## src/rtl/alu_pkg.sv

```systemverilog
// Shared types for the flag-generating ALU.
// Assumes the flag vector ordering {OF,SF,ZF,AF,PF,CF}, bit 5 down to 0.
package alu_pkg;

    typedef enum logic [3:0] {
        OP_ADD  = 4'd0,
        OP_ADC  = 4'd1,
        OP_SUB  = 4'd2,
        OP_SBB  = 4'd3,
        OP_CMP  = 4'd4,
        OP_INC  = 4'd5,
        OP_DEC  = 4'd6,
        OP_NEG  = 4'd7,
        OP_AND  = 4'd8,
        OP_OR   = 4'd9,
        OP_XOR  = 4'd10,
        OP_TEST = 4'd11,
        OP_NOT  = 4'd12,
        OP_B2W  = 4'd13,
        OP_W2D  = 4'd14,
        OP_RSV  = 4'd15
    } alu_op_e;

    typedef enum logic [1:0] {
        LG_AND = 2'd0,
        LG_OR  = 2'd1,
        LG_XOR = 2'd2,
        LG_INV = 2'd3
    } logic_fn_e;

    localparam int NFLAG = 6;
    localparam int FL_CF = 0;
    localparam int FL_PF = 1;
    localparam int FL_AF = 2;
    localparam int FL_ZF = 3;
    localparam int FL_SF = 4;
    localparam int FL_OF = 5;

endpackage

```

## src/rtl/alu_addsub.sv

```systemverilog
// Shared adder/subtractor with size-selected carry and sign tap.
// Subtraction is done as a + ~b + ~cin, so the reported carry is the
// borrow (inverted carry out). Assumes W is even and at least 8.
module alu_addsub #(
    parameter int W = 16
) (
    input  logic [W-1:0] a,
    input  logic [W-1:0] b,
    input  logic         cin,
    input  logic         sub,
    input  logic         wide,
    output logic [W-1:0] res,
    output logic         cf,
    output logic         af,
    output logic         of
);
    localparam int H = W / 2;

    logic [W-1:0] b_eff;
    logic         c0;
    logic [W:0]   full_sum;
    logic [H:0]   half_sum;
    logic [4:0]   nib_sum;
    logic         cout;
    logic         sgn_a;
    logic         sgn_b;
    logic         sgn_r;

    // Form the sums for both sizes plus the low nibble for the half carry.
    always_comb begin
        b_eff    = sub ? ~b : b;
        c0       = sub ^ cin;
        full_sum = {1'b0, a} + {1'b0, b_eff} + {{W{1'b0}}, c0};
        half_sum = {1'b0, a[H-1:0]} + {1'b0, b_eff[H-1:0]} + {{H{1'b0}}, c0};
        nib_sum  = {1'b0, a[3:0]} + {1'b0, b_eff[3:0]} + {4'b0000, c0};
    end

    // Select the size, then derive carry/borrow, half carry and overflow.
    always_comb begin
        cout  = wide ? full_sum[W]   : half_sum[H];
        sgn_a = wide ? a[W-1]        : a[H-1];
        sgn_b = wide ? b_eff[W-1]    : b_eff[H-1];
        sgn_r = wide ? full_sum[W-1] : half_sum[H-1];
        res   = wide ? full_sum[W-1:0] : {{(W-H){1'b0}}, half_sum[H-1:0]};
        cf    = cout ^ sub;
        af    = nib_sum[4] ^ sub;
        of    = (sgn_a == sgn_b) && (sgn_r != sgn_a);
    end

endmodule

```

## src/rtl/alu_logic.sv

```systemverilog
// Bitwise unit: AND, OR, XOR of two operands or inversion of the first.
// The result is cleared above the low half when byte size is selected.
module alu_logic
    import alu_pkg::*;
#(
    parameter int W = 16
) (
    input  logic [W-1:0] a,
    input  logic [W-1:0] b,
    input  logic         wide,
    input  logic_fn_e    fn,
    output logic [W-1:0] res
);
    localparam int H = W / 2;

    logic [W-1:0] mask;
    logic [W-1:0] raw;

    // Compute the raw bitwise function and clip it to the operand size.
    always_comb begin
        mask = wide ? {W{1'b1}} : {{(W-H){1'b0}}, {H{1'b1}}};
        case (fn)
            LG_AND:  raw = a & b;
            LG_OR:   raw = a | b;
            LG_XOR:  raw = a ^ b;
            default: raw = ~a;
        endcase
        res = raw & mask;
    end

endmodule

```

## src/rtl/alu_flagcalc.sv

```systemverilog
// Result-derived flags: parity of the low byte, sign and zero for the
// selected size. Assumes W is at least 8 and the result is already clipped.
module alu_flagcalc #(
    parameter int W = 16
) (
    input  logic [W-1:0] res,
    input  logic         wide,
    output logic         pf,
    output logic         sf,
    output logic         zf
);
    localparam int H = W / 2;

    // Derive the three result flags.
    always_comb begin
        pf = ~(^res[7:0]);
        sf = wide ? res[W-1] : res[H-1];
        zf = wide ? (res == '0) : (res[H-1:0] == '0);
    end

endmodule

```

## src/rtl/flag_alu.sv

```systemverilog
// Integer ALU top: steers operands into the shared adder and the logic
// unit, picks the result and write enables, merges new flags into the
// incoming set per opcode, and registers the merged flags.
// Assumes W is even and at least 8; flags_i is the architectural flag set.
module flag_alu
    import alu_pkg::*;
#(
    parameter int W = 16
) (
    input  logic             clk,
    input  logic             rst_n,
    input  logic [3:0]       op_i,
    input  logic             wide_i,
    input  logic [W-1:0]     dst_i,
    input  logic [W-1:0]     src_i,
    input  logic [NFLAG-1:0] flags_i,
    output logic [W-1:0]     res_o,
    output logic [W-1:0]     res_hi_o,
    output logic             wb_en_o,
    output logic             wb_hi_en_o,
    output logic [NFLAG-1:0] flags_o
);
    localparam int H = W / 2;

    alu_op_e          op;
    logic [W-1:0]     as_a;
    logic [W-1:0]     as_b;
    logic             as_cin;
    logic             as_sub;
    logic [W-1:0]     as_res;
    logic             as_cf;
    logic             as_af;
    logic             as_of;
    logic_fn_e        lg_fn;
    logic [W-1:0]     lg_res;
    logic [W-1:0]     core_res;
    logic             pf;
    logic             sf;
    logic             zf;
    logic [NFLAG-1:0] next_flags;
    logic [NFLAG-1:0] flags_q;

    assign op = alu_op_e'(op_i);

    // Steer operands, carry-in and direction into the shared adder.
    always_comb begin
        as_a   = dst_i;
        as_b   = src_i;
        as_cin = 1'b0;
        as_sub = 1'b0;
        case (op)
            OP_ADC: as_cin = flags_i[FL_CF];
            OP_SUB: as_sub = 1'b1;
            OP_SBB: begin
                as_sub = 1'b1;
                as_cin = flags_i[FL_CF];
            end
            OP_CMP: as_sub = 1'b1;
            OP_INC: as_b   = {{(W-1){1'b0}}, 1'b1};
            OP_DEC: begin
                as_b   = {{(W-1){1'b0}}, 1'b1};
                as_sub = 1'b1;
            end
            OP_NEG: begin
                as_a   = '0;
                as_b   = dst_i;
                as_sub = 1'b1;
            end
            default: ;
        endcase
    end

    // Choose the bitwise function for the logic unit.
    always_comb begin
        case (op)
            OP_OR:   lg_fn = LG_OR;
            OP_XOR:  lg_fn = LG_XOR;
            OP_NOT:  lg_fn = LG_INV;
            default: lg_fn = LG_AND;
        endcase
    end

    alu_addsub #(.W(W)) u_addsub (
        .a    (as_a),
        .b    (as_b),
        .cin  (as_cin),
        .sub  (as_sub),
        .wide (wide_i),
        .res  (as_res),
        .cf   (as_cf),
        .af   (as_af),
        .of   (as_of)
    );

    alu_logic #(.W(W)) u_logic (
        .a    (dst_i),
        .b    (src_i),
        .wide (wide_i),
        .fn   (lg_fn),
        .res  (lg_res)
    );

    // Select the result, the high word and the write enables.
    always_comb begin
        core_res   = as_res;
        res_hi_o   = '0;
        wb_en_o    = 1'b1;
        wb_hi_en_o = 1'b0;
        case (op)
            OP_CMP: wb_en_o = 1'b0;
            OP_AND, OP_OR, OP_XOR, OP_NOT: core_res = lg_res;
            OP_TEST: begin
                core_res = lg_res;
                wb_en_o  = 1'b0;
            end
            OP_B2W: core_res = {{(W-H){dst_i[H-1]}}, dst_i[H-1:0]};
            OP_W2D: begin
                core_res   = dst_i;
                res_hi_o   = {W{dst_i[W-1]}};
                wb_hi_en_o = 1'b1;
            end
            OP_RSV: begin
                core_res = '0;
                wb_en_o  = 1'b0;
            end
            default: ;
        endcase
    end

    assign res_o = core_res;

    alu_flagcalc #(.W(W)) u_flagcalc (
        .res  (core_res),
        .wide (wide_i),
        .pf   (pf),
        .sf   (sf),
        .zf   (zf)
    );

    // Merge freshly computed flags into the incoming set per opcode.
    always_comb begin
        next_flags = flags_i;
        case (op)
            OP_ADD, OP_ADC, OP_SUB, OP_SBB, OP_CMP, OP_NEG: begin
                next_flags[FL_CF] = as_cf;
                next_flags[FL_AF] = as_af;
                next_flags[FL_OF] = as_of;
                next_flags[FL_PF] = pf;
                next_flags[FL_SF] = sf;
                next_flags[FL_ZF] = zf;
            end
            OP_INC, OP_DEC: begin
                next_flags[FL_AF] = as_af;
                next_flags[FL_OF] = as_of;
                next_flags[FL_PF] = pf;
                next_flags[FL_SF] = sf;
                next_flags[FL_ZF] = zf;
            end
            OP_AND, OP_OR, OP_XOR, OP_TEST: begin
                next_flags[FL_CF] = 1'b0;
                next_flags[FL_OF] = 1'b0;
                next_flags[FL_PF] = pf;
                next_flags[FL_SF] = sf;
                next_flags[FL_ZF] = zf;
            end
            default: ;
        endcase
    end

    // Hold the updated flags; cleared by synchronous reset.
    always_ff @(posedge clk) begin
        if (!rst_n) flags_q <= '0;
        else        flags_q <= next_flags;
    end

    assign flags_o = flags_q;

endmodule

```

## config.mk

```make
export PLATFORM = sky130hd
export DESIGN_NAME = flag_alu
export DESIGN_NICKNAME = d
export VERILOG_FILES = /design/src/rtl/alu_pkg.sv /design/src/rtl/alu_addsub.sv /design/src/rtl/alu_logic.sv /design/src/rtl/alu_flagcalc.sv /design/src/rtl/flag_alu.sv
export SDC_FILE = /design/constraint.sdc
export NUM_CORES = 1
export LEC_CHECK = 0
export BUFFER_PORTS_ARGS = -buffer_cell sky130_fd_sc_hd__buf_2
export CAP_MARGIN = 20
export CORE_MARGIN = 3
export CORE_UTILIZATION = 50
export DETAILED_ROUTE_END_ITERATION = 10
export PLACE_DENSITY = 0.87
export SETUP_SLACK_MARGIN = 0.02
export SLEW_MARGIN = 20
export SYNTH_ARGS = -nofsm -noshare
export SYNTH_HDL_FRONTEND = slang
export SYNTH_HIERARCHICAL = 1
export SYNTH_SLANG_ARGS = --single-unit
```

## constraint.sdc

```tcl
create_clock -name clk -period 5.2 [get_ports clk]
set_input_delay 0.52 -clock clk [delete_from_list [all_inputs] [get_ports clk]]
set_output_delay 0.52 -clock clk [all_outputs]
set_load 0.01 [all_outputs]
```

Word level (Yosys, flattened, before mapping)
Cells that the tools add are included.

operators by class
  eq/ne operators = 19
  reductions and logical operators = 15
  mux-type cells = 23
  bitwise logic cells = 10
  add/subtract/negate cells = 6

operators by type and width
  cell                number
  $mux 16             5
  $pmux 16 s4         1
  $pmux 16 s3         1
  $and 16x16->16      2
  $eq 4x4->1 const B  8
  $not 16->16         2
  $pmux 16 s2         1
  $add 16x16->17      1
  $add 17x1->17       1
  $eq 4x3->1 const B  4
  $logic_not 16->1    1
  $or 16x16->16       1
  $xor 16x16->16      1
  $mux 1              12
  $reduce_or 12->1    1
  $reduce_or 5->1     2
  $add 8x8->9         1
  $add 9x1->9         1
  $eq 4x2->1 const B  2
  $logic_not 8->1     1
  $reduce_or 8->1     1
  $reduce_xor 8->1    1
  $pmux 2 s3          1
  $pmux 3 s2          1
  other kinds (17)    20

word-level totals
  logic and storage cells = 74
  flip-flop bits (word level) = 6
  output and inout bits = 40
  bits of input ports = 45

Logic depth before layout (Yosys ltp)
  word-level depth = 12
  mapped depth = 22

Modules after synthesis
The synthesis kept the hierarchy.

by module, submodules not included
  module        instances  cells each  area an instance (um^2)
  flag_alu      1          162         1167.4
  alu_addsub    1          140         1091.0
  alu_logic     1          143         988.4
  alu_flagcalc  1          22          152.6

Least setup slack after synthesis
No wires, ideal clock.

  path kind = input port to flip-flop
  start = input op_i[2]
  end = register flags_q[1], in the netlist flags_o[1]
  library setup time = 0.076 ns
  data arrival time = 4.246 ns
  required time = 5.124 ns
  buffers on the path = 4
  cell stages on the path = 21
  path slack = 0.878 ns
  cell sequence = buf_6 -> buf_2 -> a21oi_1 -> nor2_1 -> buf_2 -> buf_2 -> xor2_1 -> fa_1 -> fa_1 -> a211oi_1 -> o21bai_1 -> a21oi_1 -> xnor2_1 -> nor2_1 -> o2bb2ai_1 -> inv_1 -> ha_1 -> xnor2_1 -> xnor2_1 -> nand2_1 -> a21boi_0

RTL lines
  element                                               RTL line                            source
  start: declaration                                    flag_alu.sv:12                      input logic [3:0] op_i,
  $eq 4x3->1 / $eq 4x2->1 (equally long branches)       flag_alu.sv:51                      case (op)
  $reduce_or 5->1 (no line) *                           --
  $mux 1 *                                              flag_alu.sv:51
  named net as_sub                                      flag_alu.sv:29                      logic as_sub;
  $mux 16                                               alu_addsub.sv:31                    b_eff = sub ? ~b : b;
  $add 16x16->17 / $add 8x8->9 (equally long branches)  alu_addsub.sv:33, alu_addsub.sv:34
  $add 17x1->17 / $add 9x1->9 (equally long branches)   alu_addsub.sv:33, alu_addsub.sv:34
  $mux 16 *                                             alu_addsub.sv:44                    res = wide ? full_sum[W-1:0] : {{(W-H){1'b0}}, half_sum[H-1:0]};
  named net as_res[6]                                   flag_alu.sv:30                      logic [W-1:0] as_res;
  $pmux 16 s4 *                                         flag_alu.sv:109                     case (op)
  named net res_o[6]                                    flag_alu.sv:17                      output logic [W-1:0] res_o,
  $reduce_xor 8->1 *                                    alu_flagcalc.sv:16                  pf = ~(^res[7:0]);
  $not 1->1 *                                           alu_flagcalc.sv:16
  named net pf                                          flag_alu.sv:37                      logic pf;
  $mux 1 *                                              flag_alu.sv:143                     case (op)
  end signal: assignment                                flag_alu.sv:173                     else flags_q <= next_flags;
  end: declaration                                      flag_alu.sv:41                      logic [NFLAG-1:0] flags_q;

The timed path passes the listed nets; every way through them passes the cells marked *.
A chain may end at the register's enable or synchronous reset.

Final worst setup path
  start = input op_i[2]
  end = output res_o[14]

on the way
  cells in the longest elaborated chain, start to end = 9

RTL lines
  element                    RTL line          source
  $eq 4x3->1                 flag_alu.sv:51
  $reduce_or 2->1 (no line)  --
  $pmux 16 s2 *              flag_alu.sv:51
  named net as_b[0]          flag_alu.sv:27    logic [W-1:0] as_b;
  $not 16->16                alu_addsub.sv:31
  $mux 16 *                  alu_addsub.sv:31
  $add 16x16->17 *           alu_addsub.sv:33  full_sum = {1'b0, a} + {1'b0, b_eff} + {{W{1'b0}}, c0};
  $add 17x1->17 *            alu_addsub.sv:33
  $mux 16 *                  alu_addsub.sv:44
  named net as_res[14]       flag_alu.sv:30
  $pmux 16 s4 *              flag_alu.sv:109
  end: declaration           flag_alu.sv:17

Marks and branches as above.

==> results.json <==
{
  "status": "finished clean",
  "grt_max_degree": 34,
  "overflow": 0,
  "numCtsBuffers": 3,
  "synth_area_per_cell_um2": 7.28,
  "setup-violations-final": 0,
  "dieArea_um2": 7820,
  "syn-num-nets": 565,
  "crit_required_ns": 4.68,
  "cp_num_buf_inv": 2,
  "critPathTopFamily": "compound AO/OA/AOI/OAI gates",
  "multi_input_area_um2": 2810,
  "cts.sinks": 6,
  "instances_no_fill": 592,
  "syn_to_final_growth_pct": 9.20,
  "crit_arrival_ns": 4.17,
  "cpPeakStageDelay_ns": 0.48,
  "ys_ff_latch": 6,
  "hold_viol_final": 0,
  "num_vias": 3502,
  "crit_type": "in2out",
  "wl_per_cell_um": 15.6,
  "cts_hold_buf": 0,
  "power.leakage_nw": 1.92,
  "route.detailed.drc": 0,
  "worstPathCellList": "buf_2, nor2b_4, nand3_1, a2bb2oi_1, xor2_1, fa_1, fa_1, a211oi_1, o21ai_1, a22oi_2, a211oi_1, o21ai_0, nor3b_2, nor2_1, a21oi_1, buf_2",
  "dr.first_iter.drc_count": 333,
  "synth.distinct_cells": 71,
  "synth-seq-area-share_pct": 3.53,
  "relSlewSlack_pct": 56.1,
  "slew_viol_final": 0,
  "fill_cells": 614,
  "critPathMaxFanout": 16,
  "post_cts_resized": 0,
  "globalplace.congestion": 0.923,
  "largest_register_ffs": 6,
  "clk_path_buf_depth": 2,
  "irDropWorstVdd_mv": 0.0882,
  "die_x_um": 88.5,
  "grt_pass1_vias": 3069,
  "syn_inst": 467,
  "fin_crit_ns": 4.69,
  "ant_nets": 0,
  "cellPowerDensity_nw_per_um2": 174,
  "synthArstFlopShare_pct": 0,
  "start_kind": "input port",
  "yosys_warnings": 6,
  "track_usage_pct": 22.7,
  "drive_gt1_share_pct": 22.3,
  "hold_class": "in2reg",
  "timing.final.crit_share_pct": 90.2,
  "maxCapViolations": 0,
  "placed_cell_area_um2": 3670,
  "fin_area_um2": 3710,
  "top_level_ports": 85,
  "rsz0062_at_grt": "false",
  "setup.worst_path.end_class": "output port",
  "path_clk_slew_ns": 0.04,
  "avgViaCountPerCell": 5.92,
  "worst_pin_slew_ns": 0.659,
  "synth_edf_count": 0,
  "cts_max_level": 1,
  "routed_wl_mm": 9.22,
  "tns_ns": 0,
  "ys.flop_type": "dfxtp_1",
  "rows": 29,
  "antenna_found_initial": 0,
  "dr.pass1.iters": 5,
  "grt_pass1_wl_mm": 14.4,
  "port_buffers": 84,
  "start_util_pct": 52.6,
  "p_total_w": 0.000647,
  "cts_tree": "done",
  "antenna_cells": 0,
  "cts_setup_buffers": 0,
  "final_nets": 615,
  "seq_area_um2": 120,
  "core_um2": 6460,
  "clock-root-buffer": "clkbuf_8",
  "max_freq_mhz": 213,
  "syn-cell-area_um2": 3400,
  "dp.final_hpwl_mm": 7.51,
  "dieHeight_um": 88.5,
  "cp_slowest_cell": "fa_1",
  "dp.cells": 589
}
-- cells by family (layout without fill, tap and decap cells) --
family / count (synthesis) / count (layout) / share of synthesized area, %
adders and majority gates: 53 / 53 / 19.9
buffers and inverters: 94 / 142 / 14.2
DFF: 6 / 6 / 3.53
and+or+nand+nor: 127 / 127 / 19.7
muxes: 7 / 7 / 3.17
AOI/OAI and AO/OA: 146 / 146 / 30.8
xor gates and xnor gates: 34 / 34 / 8.76
-- layer usage --
metal,GRT usage [%],wire (µm)
met3,1.77,525
met2,36.6,4260
met4,4.95,116
met1,32.9,4320
met5,0,0
-- report_power, final --
group / leakage [nW] / total [W] / internal (W) / switching (W)
combinational: 1.85 / 0.000523 / 0.000222 / 0.000301
sequential: 0.0495 / 0.0000540 / 0.0000529 / 0.00000111
clock: 0.0216 / 0.0000697 / 0.0000497 / 0.0000200
total: 1.92 / 0.000647 / 0.000325 / 0.000322
-- synth_stat cells (2+ instances only) --
library cell | instances | area share, %
ha_1 | 51 | 19
inv_1 | 48 | 5.3
nand2_1 | 36 | 4.0
nor2_1 | 31 | 3.4
o21ai_0 | 31 | 4.6
xor2_1 | 24 | 6.2
and2_1 | 21 | 3.9
buf_4 | 19 | 4.2
a21oi_1 | 18 | 2.7
buf_2 | 16 | 2.4
a22o_1 | 15 | 3.9
a21boi_0 | 12 | 2.7
xnor2_1 | 10 | 2.6
a21o_1 | 9 | 2.0
nand3_1 | 9 | 1.3
o2bb2ai_1 | 9 | 2.3
o22ai_1 | 8 | 1.5
a22oi_1 | 7 | 1.5
dfxtp_1 | 6 | 3.5
o211ai_1 | 6 | 1.3
buf_6 | 5 | 1.7
clkbuf_1 | 5 | 0.55
a211oi_1 | 4 | 0.88
mux2i_1 | 4 | 1.2
mux4_2 | 3 | 2.0
nand2b_1 | 3 | 0.55
nand4_1 | 3 | 0.55
a211o_1 | 2 | 0.52
a21boi_1 | 2 | 0.44
a31oi_1 | 2 | 0.37
and3_1 | 2 | 0.37
and3b_1 | 2 | 0.52
fa_1 | 2 | 1.2
nor2b_1 | 2 | 0.37
nor3_1 | 2 | 0.29
o21ai_1 | 2 | 0.29
o21ai_2 | 2 | 0.52
-- per-stage QoR --
stage | util [%] | hold WS (ns) | worst slack, ns
5_1_grt | 57.5 | 0.575 | 0.224
2_1_floorplan | - | 0.648 | 0.878
3_5_place_dp | 56.8 | 0.810 | 0.555
4_1_cts | 57.5 | 0.575 | 0.536
6_report | 57.5 | 0.581 | 0.509
3_3_place_gp | 56.8 | 0.789 | 0.694
-- final timing paths --
path  startpoint                    end  slack (ns)  cells after the start
max      op_i[2]              res_o[14]        0.51                     16
min   flags_i[3]  flags_o[3]$_SDFF_PN0_        0.58                      3
-- final cells by class --
cell class	count	share of cell area, %
Inverter	49	4.95
Tap cell	77	2.60
Sequential cell	6	3.24
Timing Repair Buffer	90	12.5
Clock buffer	3	1.11
Multi-Input combinational cell	367	75.6
-- placed cells by master, fill, tap and decap left out, drive strengths merged, types with 3 or more instances in the layout --
master / count
clkbuf: 3
a21oi: 20
inv: 48
a211oi: 5
o2bb2ai: 9
dfxtp: 6
buf: 90
xor2: 24
nand2: 36
nand3: 9
xnor2: 10
mux2i: 4
nand4: 3
a21boi: 14
o22ai: 8
and3: 3
and2: 21
a21o: 10
nor2b: 3
o21ai: 35
nor3: 3
ha: 51
nor2: 31
nand2b: 3
a22oi: 8
a22o: 15
mux4: 3
o211ai: 7
Power figures use the tool's default switching activity.
